## config.mk

```make
export PLATFORM = sky130hd
export DESIGN_NAME = inv_ack_tracker
export DESIGN_NICKNAME = d
export VERILOG_FILES = /design/src/rtl/inv_ack_pkg.sv /design/src/rtl/inv_popcount.sv /design/src/rtl/inv_resp_calc.sv /design/src/rtl/inv_pend_counter.sv /design/src/rtl/inv_ack_tracker.sv
export SDC_FILE = /design/constraint.sdc
export NUM_CORES = 1
export LEC_CHECK = 0
export ABC_AREA = 0
export BUFFER_PORTS_ARGS = -buffer_cell sky130_fd_sc_hd__buf_2
export CAP_MARGIN = 15
export CORE_ASPECT_RATIO = 1.5
export CORE_MARGIN = 4
export CORE_UTILIZATION = 41
export DETAILED_ROUTE_END_ITERATION = 12
export PLACE_DENSITY_LB_ADDON = 0.2
export SYNTH_ARGS = -nofsm -noshare
export SYNTH_HDL_FRONTEND = slang
export SYNTH_SLANG_ARGS = --single-unit
```

## constraint.sdc

```tcl
create_clock -name clk -period 3.8 [get_ports clk]
set_input_delay 0.38 -clock clk [delete_from_list [all_inputs] [get_ports clk]]
set_output_delay 0.38 -clock clk [all_outputs]
set_load 0.005 [all_outputs]
```

## src/rtl/inv_ack_pkg.sv

```systemverilog
`timescale 1ns/1ps
package inv_ack_pkg;

    typedef enum logic [1:0] {
        RSP_WRITE_DATA  = 2'd0,
        RSP_UPGRADE     = 2'd1,
        RSP_SHARED_READ = 2'd2,
        RSP_NONE        = 2'd3
    } rsp_kind_e;

    typedef enum logic {
        MASK_WRITE = 1'b0,
        MASK_EVICT = 1'b1
    } mask_mode_e;

    typedef enum logic [1:0] {
        EV_NONE    = 2'd0,
        EV_PARTIAL = 2'd1,
        EV_FINAL   = 2'd2
    } ack_event_e;

    typedef struct packed {
        logic partial;
        logic final_ack;
    } ack_pulse_t;

    function automatic ack_pulse_t decode_event(input ack_event_e ev);
        ack_pulse_t p;
        p.partial   = (ev == EV_PARTIAL);
        p.final_ack = (ev == EV_FINAL);
        return p;
    endfunction

endpackage

```

## src/rtl/inv_popcount.sv

```systemverilog
`timescale 1ns/1ps
module inv_popcount #(
    parameter int NODES = 8,
    parameter int POP_W = $clog2(NODES + 1)
) (
    input  logic [NODES-1:0] vec_i,
    output logic [POP_W-1:0] count_o
);
    logic [POP_W-1:0] acc [NODES+1];

    assign acc[0] = '0;

    generate
        for (genvar g = 0; g < NODES; g++) begin : g_sum
            assign acc[g+1] = acc[g] + POP_W'(vec_i[g]);
        end
    endgenerate

    assign count_o = acc[NODES];
endmodule

```

## src/rtl/inv_resp_calc.sv

```systemverilog
`timescale 1ns/1ps
module inv_resp_calc
    import inv_ack_pkg::*;
#(
    parameter int NODES = 8,
    parameter int ID_W  = $clog2(NODES),
    parameter int POP_W = $clog2(NODES + 1),
    parameter int CNT_W = $clog2(NODES) + 2
) (
    input  logic                    clk,
    input  logic                    rst,
    input  logic [NODES-1:0]        sharers_i,
    input  logic [ID_W-1:0]         req_id_i,
    input  rsp_kind_e               kind_i,
    input  mask_mode_e              mode_i,
    input  logic [POP_W-1:0]        popcnt_i,
    output logic signed [CNT_W-1:0] ack_cnt_o,
    output logic [NODES-1:0]        inv_mask_o
);
    logic [NODES-1:0]        req_onehot;
    logic                    req_is_sharer;
    logic signed [CNT_W-1:0] neg_count;

    generate
        for (genvar g = 0; g < NODES; g++) begin : g_dec
            assign req_onehot[g] = (req_id_i == ID_W'(g));
        end
    endgenerate

    assign req_is_sharer = |(req_onehot & sharers_i);
    assign neg_count     = -$signed(CNT_W'(popcnt_i));

    always_comb begin
        unique case (kind_i)
            RSP_WRITE_DATA: ack_cnt_o = neg_count + (req_is_sharer ? CNT_W'(1) : CNT_W'(0));
            RSP_UPGRADE:    ack_cnt_o = neg_count + CNT_W'(1);
            default:        ack_cnt_o = '0;
        endcase
    end

    always_comb begin
        if (mode_i == MASK_EVICT) inv_mask_o = sharers_i;
        else                      inv_mask_o = sharers_i & ~req_onehot;
    end

    // the mask never names a node outside the sharer set
    p_mask_subset_r9: assert property (@(posedge clk) disable iff (rst)
        (inv_mask_o & ~sharers_i) == '0);

    // an upgrade count never exceeds one
    p_upgrade_bound_r2: assert property (@(posedge clk) disable iff (rst)
        (kind_i == RSP_UPGRADE) |-> (ack_cnt_o <= $signed(CNT_W'(1))));

    // write data count is never positive beyond one
    p_write_bound_r1: assert property (@(posedge clk) disable iff (rst)
        (kind_i == RSP_WRITE_DATA) |-> (ack_cnt_o <= $signed(CNT_W'(1))));
endmodule

```

## src/rtl/inv_pend_counter.sv

```systemverilog
`timescale 1ns/1ps
module inv_pend_counter
    import inv_ack_pkg::*;
#(
    parameter int NODES = 8,
    parameter int POP_W = $clog2(NODES + 1),
    parameter int CNT_W = $clog2(NODES) + 2
) (
    input  logic             clk,
    input  logic             rst,
    input  logic             load_i,
    input  logic [POP_W-1:0] load_val_i,
    input  logic             ack_valid_i,
    input  logic [CNT_W-1:0] ack_cnt_i,
    output logic [CNT_W-1:0] pending_o,
    output logic             partial_o,
    output logic             final_o
);
    logic [CNT_W-1:0] pend_q;
    logic [CNT_W-1:0] diff;
    ack_event_e       ev_q;
    ack_pulse_t       pulses;

    assign diff = pend_q - ack_cnt_i;

    always_ff @(posedge clk) begin
        if (rst) begin
            pend_q <= '0;
            ev_q   <= EV_NONE;
        end else if (load_i) begin
            pend_q <= CNT_W'(load_val_i);
            ev_q   <= EV_NONE;
        end else if (ack_valid_i) begin
            if (diff == '0) begin
                pend_q <= '0;
                ev_q   <= EV_FINAL;
            end else begin
                pend_q <= diff;
                ev_q   <= EV_PARTIAL;
            end
        end else begin
            ev_q <= EV_NONE;
        end
    end

    assign pulses    = decode_event(ev_q);
    assign pending_o = pend_q;
    assign partial_o = pulses.partial;
    assign final_o   = pulses.final_ack;

    // at most one of the two pulses
    p_one_pulse_r6: assert property (@(posedge clk) disable iff (rst)
        $onehot0({partial_o, final_o}));

    // a load lands as the counter value
    p_load_value_r4: assert property (@(posedge clk) disable iff (rst)
        load_i |=> (pending_o == CNT_W'($past(load_val_i))));

    // a final pulse always comes with an empty counter
    p_final_empty_r5: assert property (@(posedge clk) disable iff (rst)
        final_o |-> (pending_o == '0));

    // no ack taken means no pulse afterwards
    p_no_ack_quiet_r7: assert property (@(posedge clk) disable iff (rst)
        !ack_valid_i |=> !(partial_o || final_o));

    // a colliding load suppresses both pulses
    p_load_wins_r8: assert property (@(posedge clk) disable iff (rst)
        (load_i && ack_valid_i) |=> !(partial_o || final_o));
endmodule

```

## src/rtl/inv_ack_tracker.sv

```systemverilog
`timescale 1ns/1ps
module inv_ack_tracker
    import inv_ack_pkg::*;
#(
    parameter int NODES = 8,
    parameter int ID_W  = $clog2(NODES),
    parameter int POP_W = $clog2(NODES + 1),
    parameter int CNT_W = $clog2(NODES) + 2
) (
    input  logic                    clk,
    input  logic                    rst,
    input  logic [NODES-1:0]        sharers_i,
    input  logic [ID_W-1:0]         req_id_i,
    input  logic [1:0]              rsp_kind_i,
    input  logic                    inv_mode_i,
    input  logic                    evict_load_i,
    input  logic                    ack_valid_i,
    input  logic [CNT_W-1:0]        ack_cnt_i,
    output logic signed [CNT_W-1:0] rsp_ack_cnt_o,
    output logic [NODES-1:0]        inv_mask_o,
    output logic [POP_W-1:0]        sharer_cnt_o,
    output logic [CNT_W-1:0]        pending_o,
    output logic                    ack_partial_o,
    output logic                    ack_final_o
);
    logic [POP_W-1:0] popcnt;
    rsp_kind_e        kind;
    mask_mode_e       mode;

    assign kind         = rsp_kind_e'(rsp_kind_i);
    assign mode         = mask_mode_e'(inv_mode_i);
    assign sharer_cnt_o = popcnt;

    inv_popcount #(.NODES(NODES), .POP_W(POP_W)) u_pop (
        .vec_i   (sharers_i),
        .count_o (popcnt)
    );

    inv_resp_calc #(.NODES(NODES), .ID_W(ID_W), .POP_W(POP_W), .CNT_W(CNT_W)) u_resp (
        .clk        (clk),
        .rst        (rst),
        .sharers_i  (sharers_i),
        .req_id_i   (req_id_i),
        .kind_i     (kind),
        .mode_i     (mode),
        .popcnt_i   (popcnt),
        .ack_cnt_o  (rsp_ack_cnt_o),
        .inv_mask_o (inv_mask_o)
    );

    inv_pend_counter #(.NODES(NODES), .POP_W(POP_W), .CNT_W(CNT_W)) u_pend (
        .clk         (clk),
        .rst         (rst),
        .load_i      (evict_load_i),
        .load_val_i  (popcnt),
        .ack_valid_i (ack_valid_i),
        .ack_cnt_i   (ack_cnt_i),
        .pending_o   (pending_o),
        .partial_o   (ack_partial_o),
        .final_o     (ack_final_o)
    );

    // sharer count never exceeds the node count
    p_count_range_r11: assert property (@(posedge clk) disable iff (rst)
        int'(sharer_cnt_o) <= NODES);
endmodule

```

==> results of run 1 <==
cell families (layout without fill, tap and decap cells):
group,after synthesis,after routing,share of synthesized area (%)
compound gates,27,27,18.25
simple gates,33,33,17.83
fa+ha+maj,15,15,24.69
xor+xnor,9,9,9.466
flops,7,7,15.36
buf+inv,20,73,8.366
mux,3,3,6.035
cells in the mapped netlist:
cell,n
inv_1,18
nor2_1,14
ha_1,10
a21oi_1,8
nor2b_1,8
dfxtp_1,7
a211oi_1,5
a21boi_0,5
fa_1,5
xor2_1,5
nand2_1,4
o21ai_0,4
xnor2_1,3
a31oi_1,2
mux4_2,2
nand3_1,2
o21ai_1,2
a221oi_1,1
and3_1,1
and3_2,1
and3b_1,1
clkbuf_1,1
clkbuf_2,1
mux2i_1,1
nand2b_1,1
or3_1,1
xor2_2,1
power by group through the flow:
stage          registers, W  logic [W]  clock network [W]
2_1_floorplan     0.0000884   0.000198                  0
3_3_place_gp      0.0000880   0.000317                  0
3_5_place_dp      0.0000882   0.000326                  0
4_1_cts           0.0000867   0.000376          0.0000706
5_1_grt           0.0000877   0.000431          0.0000777
6_report          0.0000866   0.000385          0.0000685
worst reg2reg max path: cells and delay by family (launching register included):
| family | cells | cell delay, ps |
|---|---|---|
| simple gates | 2 | 330 |
| flops | 1 | 340 |
| xor+xnor | 2 | 460 |
| compound gates | 1 | 160 |
| buf+inv | 1 | 50 |
| fa+ha+maj | 2 | 590 |
metal layers:
layer / wire length, um / GRT usage (%) / vias up
met2: 1277 / 28.97 / 37
met3: 196 / 3.014 / 2
li1: - / - / 494
met4: 19 / 7.473 / 0
met1: 766 / 16.61 / 438
met5: 0 / 0 / -
flip-flops by register name (all words and copies together) (netlist names):
name and flops:
u_pend.pending_o 5, u_pend.ev_q 2
metrics by stage:
step	cells	hold WS [ps]	setup slack (ps)	total power [W]
2_1_floorplan	114	452.4	81.74	0.0002868
4_1_cts	188	347.0	6.168	0.0005330
3_3_place_gp	184	508.8	-146.6	0.0004052
6_report	189	350.4	61.28	0.0005399
5_1_grt	189	357.1	-43.56	0.0005966
3_5_place_dp	184	525.7	-251.0	0.0004144
final timing paths:
| path | to | slack (ps) | depth (start not counted) | from |
|---|---|---|---|---|
| worst max-delay path | rsp_ack_cnt_o[4] | 60 | 13 | sharers_i[3] |
| worst min-delay path | u_pend.pending_o[0]$_SDFFE_PP0P_ | 350 | 2 | rst |
| worst max register to register | u_pend.ev_q[1]$_SDFF_PP0_ | 1820 | 8 | u_pend.pending_o[0]$_SDFFE_PP0P_ |
| worst min register to register | u_pend.pending_o[4]$_SDFFE_PP0P_ | 530 | 2 | u_pend.pending_o[4]$_SDFFE_PP0P_ |
layout make-up:
| type | count | area share (%) |
|---|---|---|
| well taps | 22 | 2.128 |
| inverters | 18 | 5.222 |
| flip-flops and latches | 7 | 10.83 |
| repair buffers | 51 | 21.95 |
| clock buffers | 4 | 2.031 |
| multi-input cells | 87 | 57.83 |
what timing repair did:
item                                    4_1_cts  5_1_grt
resized for setup                            12        3
endpoints found under the setup margin        2        3
pin swaps                                     9        5
hold endpoints to repair                      0        0
buffers inserted                              0        1
==> results by group, run 1 <==
CTS
  • Clock root cell: clkbuf_4
  • CTS Hold Bufs: 0
  • Worst skew pair latency: 250 ps
  • Clock-pin slew reported for the worst setup and hold paths after clock tree synthesis: roughly 50 ps
  • Clk buf depth: 2
  • CTS tree: done
  • H-tree Lvls: 1
  • CTS Buf Count: 3
  • Clk sinks: 7

Worst setup path
  • Element type at the critical path start: input port
  • Worst path arrival time: between 3000 and 4000 ps
  • CP max stage cell: fa_2
  • Critical path endpoint category: output port
  • Max FO, Critical Path: 3
  • Max incr delay on CP: ~570 ps
  • Crit-path cells: buf_8 -> fa_1 -> fa_1 -> inv_2 -> fa_2 -> fa_2 -> ha_4 -> ha_4 -> nand2_2 -> nor2_1 -> and3_1 -> a211oi_2 -> buf_2
  • CP top delay family: adder cells
  • CP bufs+invs: 3
  • CP Data Required Time: around 3400 ps
  • Critical path class: input port to output port

Routing
  • WL final: 2.260 mm
  • Antenna viol nets, final: 0
  • Detailed Route Iter0 Violations: 7
  • Via density: roughly 5.1
  • DR pass1 iterations: 4
  • DR DRC count: 0
  • Via count: between 900 and 1,000
  • WL per Instance: 11.96 um

Global route
  • Total gr overflow: 0
  • Vias in the first global route: 910
  • Global Route Usage Sum: between 10% and 20%
  • Largest net degree at the start of global routing: 10
  • Initial antenna violation count: 0
  • Global-route wire length before repair: around 3.6 mm

Yosys
  • Post-synth top area cell: dfxtp_1
  • Yosys reg bits: 7
  • Top cell type's share of synthesized area: about 15%
  • Ranking of synthesized cells by area: dfxtp_1 15%, ha_1 14%, fa_1 11%
  • Synth Instances: around 110
  • Syn_nets: between 150 and 200
  • Unique masters post-synth: 27
  • Post-Syn Area per Cell: around 8.0 um^2
  • YS warnings: 0
  • Register area share after synthesis: around 15%
  • Mapped cell area: around 900 um^2

Die
  • Initial core utilization: between 40% and 50%
  • Row count: 20
  • Height of the die: between 60 and 70 um
  • # IOs: 47
  • Die W: 46.51 um
  • Die Footprint: 3059 um^2
  • Core ar.: about 2100 um^2

Pwr
  • P_leak: between 0.6 and 0.7 nW
  • Clk pwr share: 12.7%
  • Power Density: approximately 420 nW/um^2
  • Seq pwr share: 16.0%
  • VDD IR max: approximately 0.26 mV
  • Internal: 0.0003246 W
  • Sw frac: between 30% and 40%
  • Sw power: about 0.00022 W
  • Combinational fraction of design power: just over 70%

Placement
  • Dpl cell area: between 1000 and 1500 um^2
  • DP HPWL: roughly 1.9 mm
  • Routability Congestion: a little under 0.9
  • PortBufs: between 40 and 50

STA
  • Clock skew: around 0.6 ps
  • Setup TNS: 0 ps
  • Fmax: approximately 0.27 GHz
  • RSZ-0062 raised after global routing: true
  • Final slew viol count: 0
  • Slew HR: a little over two thirds
  • Worst-margin pin slew: 435.5 ps
  • Fin crit share: between 90% and 100%
  • Final-report hold violation count: 0
  • Final Setup Violations: 0
  • Post-layout min period: 3739 ps

Cells and area
  • Leading cell type in the layout, fill and taps excluded: buf_2
  • # fillers: 204
  • Design area: 1294 um^2
  • Area Growth Syn to Fin: 41.84%
  • Commonest non-fill, non-tap cells in the layout: 44 x buf_2, 17 x inv_1, 14 x nor2_1
  • Final core utilization: a little over 60%
  • Number of diodes: 0
  • Reg area: about 140 um^2
  • Layout cells sized above 1: between 30% and 40%
  • Final net count: around 200
  • Area of the multi-input gates: between 700 and 800 um^2

Run
  • Max-cap violations: 0

Run status
  • Outcome: completed

Worst hold path
  • Worst Hold Class: input port to flop
Power figures use the tool's default switching activity.
==> inputs of run 2 (changes only) <==
--- a/config.mk
+++ b/config.mk
@@ -10,9 +10,10 @@
 export CAP_MARGIN = 15
 export CORE_ASPECT_RATIO = 1.5
 export CORE_MARGIN = 4
-export CORE_UTILIZATION = 41
+export CORE_UTILIZATION = 40
 export DETAILED_ROUTE_END_ITERATION = 12
 export PLACE_DENSITY_LB_ADDON = 0.2
+export SKIP_LAST_GASP = 1
 export SYNTH_ARGS = -nofsm -noshare
 export SYNTH_HDL_FRONTEND = slang
 export SYNTH_SLANG_ARGS = --single-unit
==> run 2 against run 1 <==
Compared with the run above: worst hold slack improved by 3.0 ps; count of clock-buffer cells in the layout unchanged; global-route usage up 1.1 points; flip-flop and latch count did not move; power is 0.64% higher; sequential share of layout area is the same; maximum frequency increased by 0.21%; design area stayed put; clock skew barely moved; critical path type unchanged; largest cell class unchanged; highest routed layer unchanged.
==> results by group, run 2 (synthesis results as in run 1) <==
CTS
  • CTS tree: done (unchanged)
  • Clk sinks: 7 (unchanged)
  • CTS Buf Count: 3 (unchanged)
  • Clock-pin slew reported for the worst setup and hold paths after clock tree synthesis: 50 ps (about the same)
  • Clock root cell: clkbuf_4 (unchanged)
  • Worst skew pair latency: 250 ps (about the same)
  • Clk buf depth: 2 (unchanged)
  • H-tree Lvls: 1 (unchanged)

STA
  • Slew HR: 73.79% (was 70.77%)
  • Final slew viol count: 0 (unchanged)
  • Clock skew: 0.9374 ps (was 0.6017 ps)
  • Setup WS post-layout: 69.25 ps (was 61.28 ps)
  • Worst-margin pin slew: 390.6 ps (was 435.5 ps)
  • RSZ-0062 raised after global routing: true (unchanged)
  • Final Setup Violations: 0 (unchanged)
  • Fin crit share: 98.18% (was 98.39%)
  • Setup TNS: 0 ps (unchanged)
  • Fmax: 0.2680 GHz (was 0.2675 GHz)
  • Final-report hold violation count: 0 (unchanged)
  • Post-layout min period: 3731 ps (was 3739 ps)

Cells and area
  • Max reg flops: 5 (unchanged)
  • Number of diodes: 0 (unchanged)
  • Final net count: 207 (was 206)
  • # fillers: 208 (was 204)
  • Leading cell type in the layout, fill and taps excluded: buf_2 (unchanged)
  • Area of the multi-input gates: 740.7 um^2 (was 748.2 um^2)
  • Layout cells sized above 1: 39.29% (was 39.52%)
  • Area Growth Syn to Fin: 41.84% (unchanged)
  • Commonest non-fill, non-tap cells in the layout: 44 x buf_2, 18 x inv_1, 14 x nor2_1 (was 44 x buf_2, 17 x inv_1, 14 x nor2_1)
  • Reg area: 140.1 um^2 (unchanged)

Global route
  • Met3 Use GR: 1.081% (was 3.014%)
  • Global-route wire length before repair: 3.891 mm (was 3.643 mm)
  • GR peak layer: met2 (unchanged)
  • GR met1 Demand/Resource: 16.75% (was 16.61%)
  • Total gr overflow: 0 (unchanged)
  • Largest net degree at the start of global routing: 10 (unchanged)
  • Initial antenna violation count: 0 (unchanged)
  • Global Route Usage Sum: 17.15% (was 16.01%)
  • Vias in the first global route: 1,005 (was 910)
  • M2 GR Usage: 32.65% (was 28.97%)

Pwr
  • VDD IR max: 0.3332 mV (was 0.2592 mV)
  • Power Density: 420.0 nW/um^2 (was 417.3 nW/um^2)
  • P_leak: 0.6938 nW (was 0.6858 nW)

Die
  • Die W: 46.99 um (was 46.51 um)
  • # IOs: 47 (unchanged)
  • Core ar.: 2102 um^2 (was 2077 um^2)
  • Height of the die: 66.49 um (was 65.77 um)
  • Initial core utilization: 43.39% (was 43.92%)
  • Row count: 20 (unchanged)
  • Die Footprint: 3124 um^2 (was 3059 um^2)

Worst setup path
  • CP Data Required Time: 3420 ps (about the same)
  • Worst path arrival time: 3350 ps (was 3360 ps)
  • Element type at the critical path start: input port (unchanged)
  • Max FO, Critical Path: 3 (unchanged)
  • Critical path endpoint category: output port (unchanged)
  • Critical path class: input port to output port (unchanged)

Routing
  • WL per Instance: 12.23 um (was 11.96 um)
  • Via count: 969 (was 971)
  • Via density: 5.100 (was 5.138)
  • Antenna viol nets, final: 0 (unchanged)
  • DR DRC count: 0 (unchanged)
  • DR pass1 iterations: 4 (unchanged)
  • WL final: 2.323 mm (was 2.260 mm)
  • Detailed Route Iter0 Violations: 11 (was 7)

Placement
  • DP HPWL: 1.958 mm (was 1.921 mm)
  • PortBufs: 46 (unchanged)
  • Routability Congestion: 0.8392 (was 0.8703)
  • Place WS: -218.6 ps (was -251.0 ps)

Run status
  • Outcome: completed (unchanged)

Worst hold path
  • Worst Hold Class: input port to flop (unchanged)

Run
  • Max-cap violations: 0 (unchanged)
==> run 2: repair_timing <==
item	in CTS	in global routing
gates resized for setup	12	1
endpoints found under the setup margin	2	3
hold buffers	0	0
pin swaps	9	3
setup buffers	1	1
==> run 2: layout make-up <==
| type | count | share of cell area [%] |
|---|---|---|
| Clock buffer | 4 | 2.031 |
| Inverter | 18 | 5.222 |
| Multi-Input combinational cell | 87 | 57.25 |
| Sequential cell | 7 | 10.83 |
| Tap cell | 22 | 2.128 |
| Timing Repair Buffer | 52 | 22.53 |
==> run 2: critical path, stage by stage <==
cell      delay (ps)
buf_6            100
fa_1             480
fa_1             490
inv_1             50
fa_2             350
fa_2             570
ha_4             210
ha_4             170
o21ai_1          150
o21ai_1          100
a211oi_2         170
buf_2            140
==> run 2: stage by stage <==
step / area [um^2] / utilization, % / power [W] / hold slack (ps) / std cells
global placement: 1199 / 57.02 / 0.0004064 / 509.0 / 185
detailed placement: 1199 / 57.02 / 0.0004123 / 525.7 / 185
finish: 1294 / 61.55 / 0.0005433 / 353.4 / 190
global route: 1294 / 61.55 / 0.0005965 / 345.0 / 190
floorplan: 912.1 / - / 0.0002868 / 452.4 / 114
CTS: 1291 / 61.43 / 0.0005493 / 343.5 / 190
==> run 2: worst paths after layout <==
| kind | start | to | slack (ps) | cells after the start |
|---|---|---|---|---|
| max reg2reg | u_pend.pending_o[0]$_SDFFE_PP0P_ | u_pend.ev_q[1]$_SDFF_PP0_ | 1810 | 8 |
| max | sharers_i[5] | rsp_ack_cnt_o[4] | 70 | 12 |
| min | rst | u_pend.pending_o[0]$_SDFFE_PP0P_ | 350 | 2 |
| min reg2reg | u_pend.pending_o[4]$_SDFFE_PP0P_ | u_pend.pending_o[4]$_SDFFE_PP0P_ | 540 | 2 |
==> run 2: report_power, final <==
group	switching [W]	total [W]	internal [W]	leakage [nW]
Sequential	0.00000587	0.0000869	0.0000811	0.0576
Combinational	0.000182	0.000389	0.000208	0.621
Clock	0.0000271	0.0000672	0.0000401	0.0150
==> run 2: layer usage <==
layer  up-vias  part of all wire (%)
met5         -                     0
met4         0                   2.0
met3         4                   7.1
met2        34                    55
met1       439                    36
li1        492                     -
==> inputs of run 3 (changes only) <==
--- a/config.mk
+++ b/config.mk
@@ -12,7 +12,8 @@
 export CORE_MARGIN = 4
 export CORE_UTILIZATION = 40
 export DETAILED_ROUTE_END_ITERATION = 12
-export PLACE_DENSITY_LB_ADDON = 0.2
+export PLACE_DENSITY_LB_ADDON = 0.12
+export SETUP_SLACK_MARGIN = 0.1
 export SKIP_LAST_GASP = 1
 export SYNTH_ARGS = -nofsm -noshare
 export SYNTH_HDL_FRONTEND = slang
==> run 3 against run 2 <==
Compared with the run above: first-iteration DRC count fell by 73%; power grew 4.1%; critical endpoint unchanged; global-route usage fell by 0.11 points; via count increased by 1.8%; die area did not move; sequential power about the same; combinational power grew 5.9%; clock skew grew 0.52 ps; design area grew 1.8%; count of clock-buffer cells in the layout unchanged.
==> results by group, run 3 (synthesis results as in run 1) <==
Pwr
  • Clk pwr share: 11.9% (was 12.4%)
  • Total chip power: 0.0005656 W (was 0.0005433 W)
  • Combinational fraction of design power: 72.8% (was 71.6%)
  • Sw power: 0.0002221 W (was 0.0002145 W)
  • Sw frac: 39.27% (was 39.48%)
  • Internal: 0.0003434 W (was 0.0003288 W)
  • Seq pwr share: 15.3% (was 16.0%)
  • Power Density: 429.3 nW/um^2 (was 420.0 nW/um^2)
  • P_leak: 0.7060 nW (was 0.6938 nW)
  • VDD IR max: 0.2857 mV (was 0.3332 mV)

STA
  • Post-layout min period: 3675 ps (was 3731 ps)
  • Worst-margin pin slew: 415.4 ps (was 390.6 ps)
  • Clock skew: 1.454 ps (was 0.9374 ps)
  • Setup TNS: 0 ps (unchanged)
  • Final-report hold violation count: 0 (unchanged)
  • Final Setup Violations: 0 (unchanged)
  • RSZ-0062 raised after global routing: true (unchanged)
  • Final slew viol count: 0 (unchanged)
  • Fin crit share: 96.71% (was 98.18%)
  • Setup WS post-layout: 125.1 ps (was 69.25 ps)
  • Fmax: 0.2721 GHz (was 0.2680 GHz)
  • Slew HR: 72.12% (was 73.79%)

Cells and area
  • Area of the multi-input gates: 745.7 um^2 (was 740.7 um^2)
  • Reg area: 140.1 um^2 (unchanged)
  • Layout cells sized above 1: 40.00% (was 39.29%)
  • Number of diodes: 0 (unchanged)
  • Area Growth Syn to Fin: 44.44% (was 41.84%)
  • Final net count: 209 (was 207)
  • Leading cell type in the layout, fill and taps excluded: buf_2 (unchanged)
  • Commonest non-fill, non-tap cells in the layout: 44 x buf_2, 18 x inv_1, 14 x nor2_1 (unchanged)
  • # fillers: 214 (was 208)
  • Max reg flops: 5 (unchanged)

Worst setup path
  • CP Data Required Time: 3420 ps (about the same)
  • Worst path arrival time: 3290 ps (was 3350 ps)
  • Critical path endpoint category: output port (unchanged)
  • Critical path class: input port to output port (unchanged)
  • Max FO, Critical Path: 3 (unchanged)
  • Element type at the critical path start: input port (unchanged)

Routing
  • Via count: 986 (was 969)
  • Via density: 5.135 (was 5.100)
  • DR DRC count: 0 (unchanged)
  • WL final: 2.400 mm (was 2.323 mm)
  • WL per Instance: 12.50 um (was 12.23 um)
  • DR pass1 iterations: 4 (unchanged)
  • Detailed Route Iter0 Violations: 3 (was 11)
  • Antenna viol nets, final: 0 (unchanged)

CTS
  • Clk sinks: 7 (unchanged)
  • Clock-pin slew reported for the worst setup and hold paths after clock tree synthesis: 50 ps (about the same)
  • Clock root cell: clkbuf_4 (unchanged)
  • Worst skew pair latency: 250 ps (about the same)
  • Clk buf depth: 2 (unchanged)
  • CTS Buf Count: 3 (unchanged)
  • CTS Hold Bufs: 0 (unchanged)
  • CTS tree: done (unchanged)
  • H-tree Lvls: 1 (unchanged)

Die
  • Core ar.: 2102 um^2 (unchanged)
  • Height of the die: 66.49 um (unchanged)
  • Row count: 20 (unchanged)
  • Die W: 46.99 um (unchanged)
  • # IOs: 47 (unchanged)
  • Initial core utilization: 43.39% (unchanged)
  • Die Footprint: 3124 um^2 (unchanged)

Global route
  • Vias in the first global route: 1,010 (was 1,005)
  • Largest net degree at the start of global routing: 10 (unchanged)
  • Initial antenna violation count: 0 (unchanged)
  • Total gr overflow: 0 (unchanged)
  • Global Route Usage Sum: 17.04% (was 17.15%)
  • Global-route wire length before repair: 3.939 mm (was 3.891 mm)

Worst hold path
  • Worst Hold Class: input port to flop (unchanged)

Placement
  • Routability Congestion: 0.8535 (was 0.8392)
  • PortBufs: 46 (unchanged)
  • Place WS: -223.9 ps (was -218.6 ps)
  • DP HPWL: 1.986 mm (was 1.958 mm)

Run
  • Max-cap violations: 0 (unchanged)

Run status
  • Outcome: completed (unchanged)
==> run 3: metrics by stage <==
stage	utilization [%]	hold slack, ps	cells	area [um^2]
2_1_floorplan	-	452.4	114	917.1
3_3_place_gp	57.26	507.9	185	1204
3_5_place_dp	57.26	524.6	185	1204
4_1_cts	61.31	359.7	192	1289
5_1_grt	62.68	374.6	192	1318
6_report	62.68	355.5	192	1318
==> run 3: power by group through the flow <==
stage	combinational, W	clock [W]	sequential [W]
detailed placement	0.000333	0	0.0000882
CTS	0.000386	0.0000687	0.0000867
floorplan	0.000201	0	0.0000884
global route	0.000455	0.0000735	0.0000878
global placement	0.000322	0	0.0000878
finish	0.000412	0.0000670	0.0000868
==> run 3: per-layer routing <==
metal,share of wire (%),GRT usage [%],up-vias
met5,0,0,-
met4,4.0,9.689,0
met3,5.8,2.703,9
met2,53,31.12,37
met1,37,16.89,444
li1,-,-,496
==> run 3: cell type report <==
type	instances	area share [%]
Sequential cell	7	10.64
Tap cell	22	2.089
Timing Repair Buffer	54	23.55
Clock buffer	4	1.994
Multi-Input combinational cell	87	56.60
Inverter	18	5.128
==> run 3: worst paths after layout <==
check / startpoint / end / slack (ps) / cells after the start
max reg2reg: u_pend.pending_o[0]$_SDFFE_PP0P_ / u_pend.ev_q[1]$_SDFF_PP0_ / 1790 / 8
min reg2reg: u_pend.pending_o[4]$_SDFFE_PP0P_ / u_pend.pending_o[4]$_SDFFE_PP0P_ / 530 / 2
min: rst / u_pend.pending_o[0]$_SDFFE_PP0P_ / 360 / 2
max: sharers_i[3] / rsp_ack_cnt_o[4] / 130 / 12
==> run 3: what timing repair did <==
item,CTS,global route
pin swaps,10,7
endpoints found under the setup margin,4,3
setup buffers,3,0
resized for setup,7,6
==> run 3: critical path, cell delays in order <==
cell      delay [ps]
buf_8            100
fa_1             480
fa_1             490
inv_1             50
fa_2             350
fa_1             550
ha_4             230
ha_4             170
o21ai_1          110
o21ai_1           90
a211oi_2         170
buf_2            140
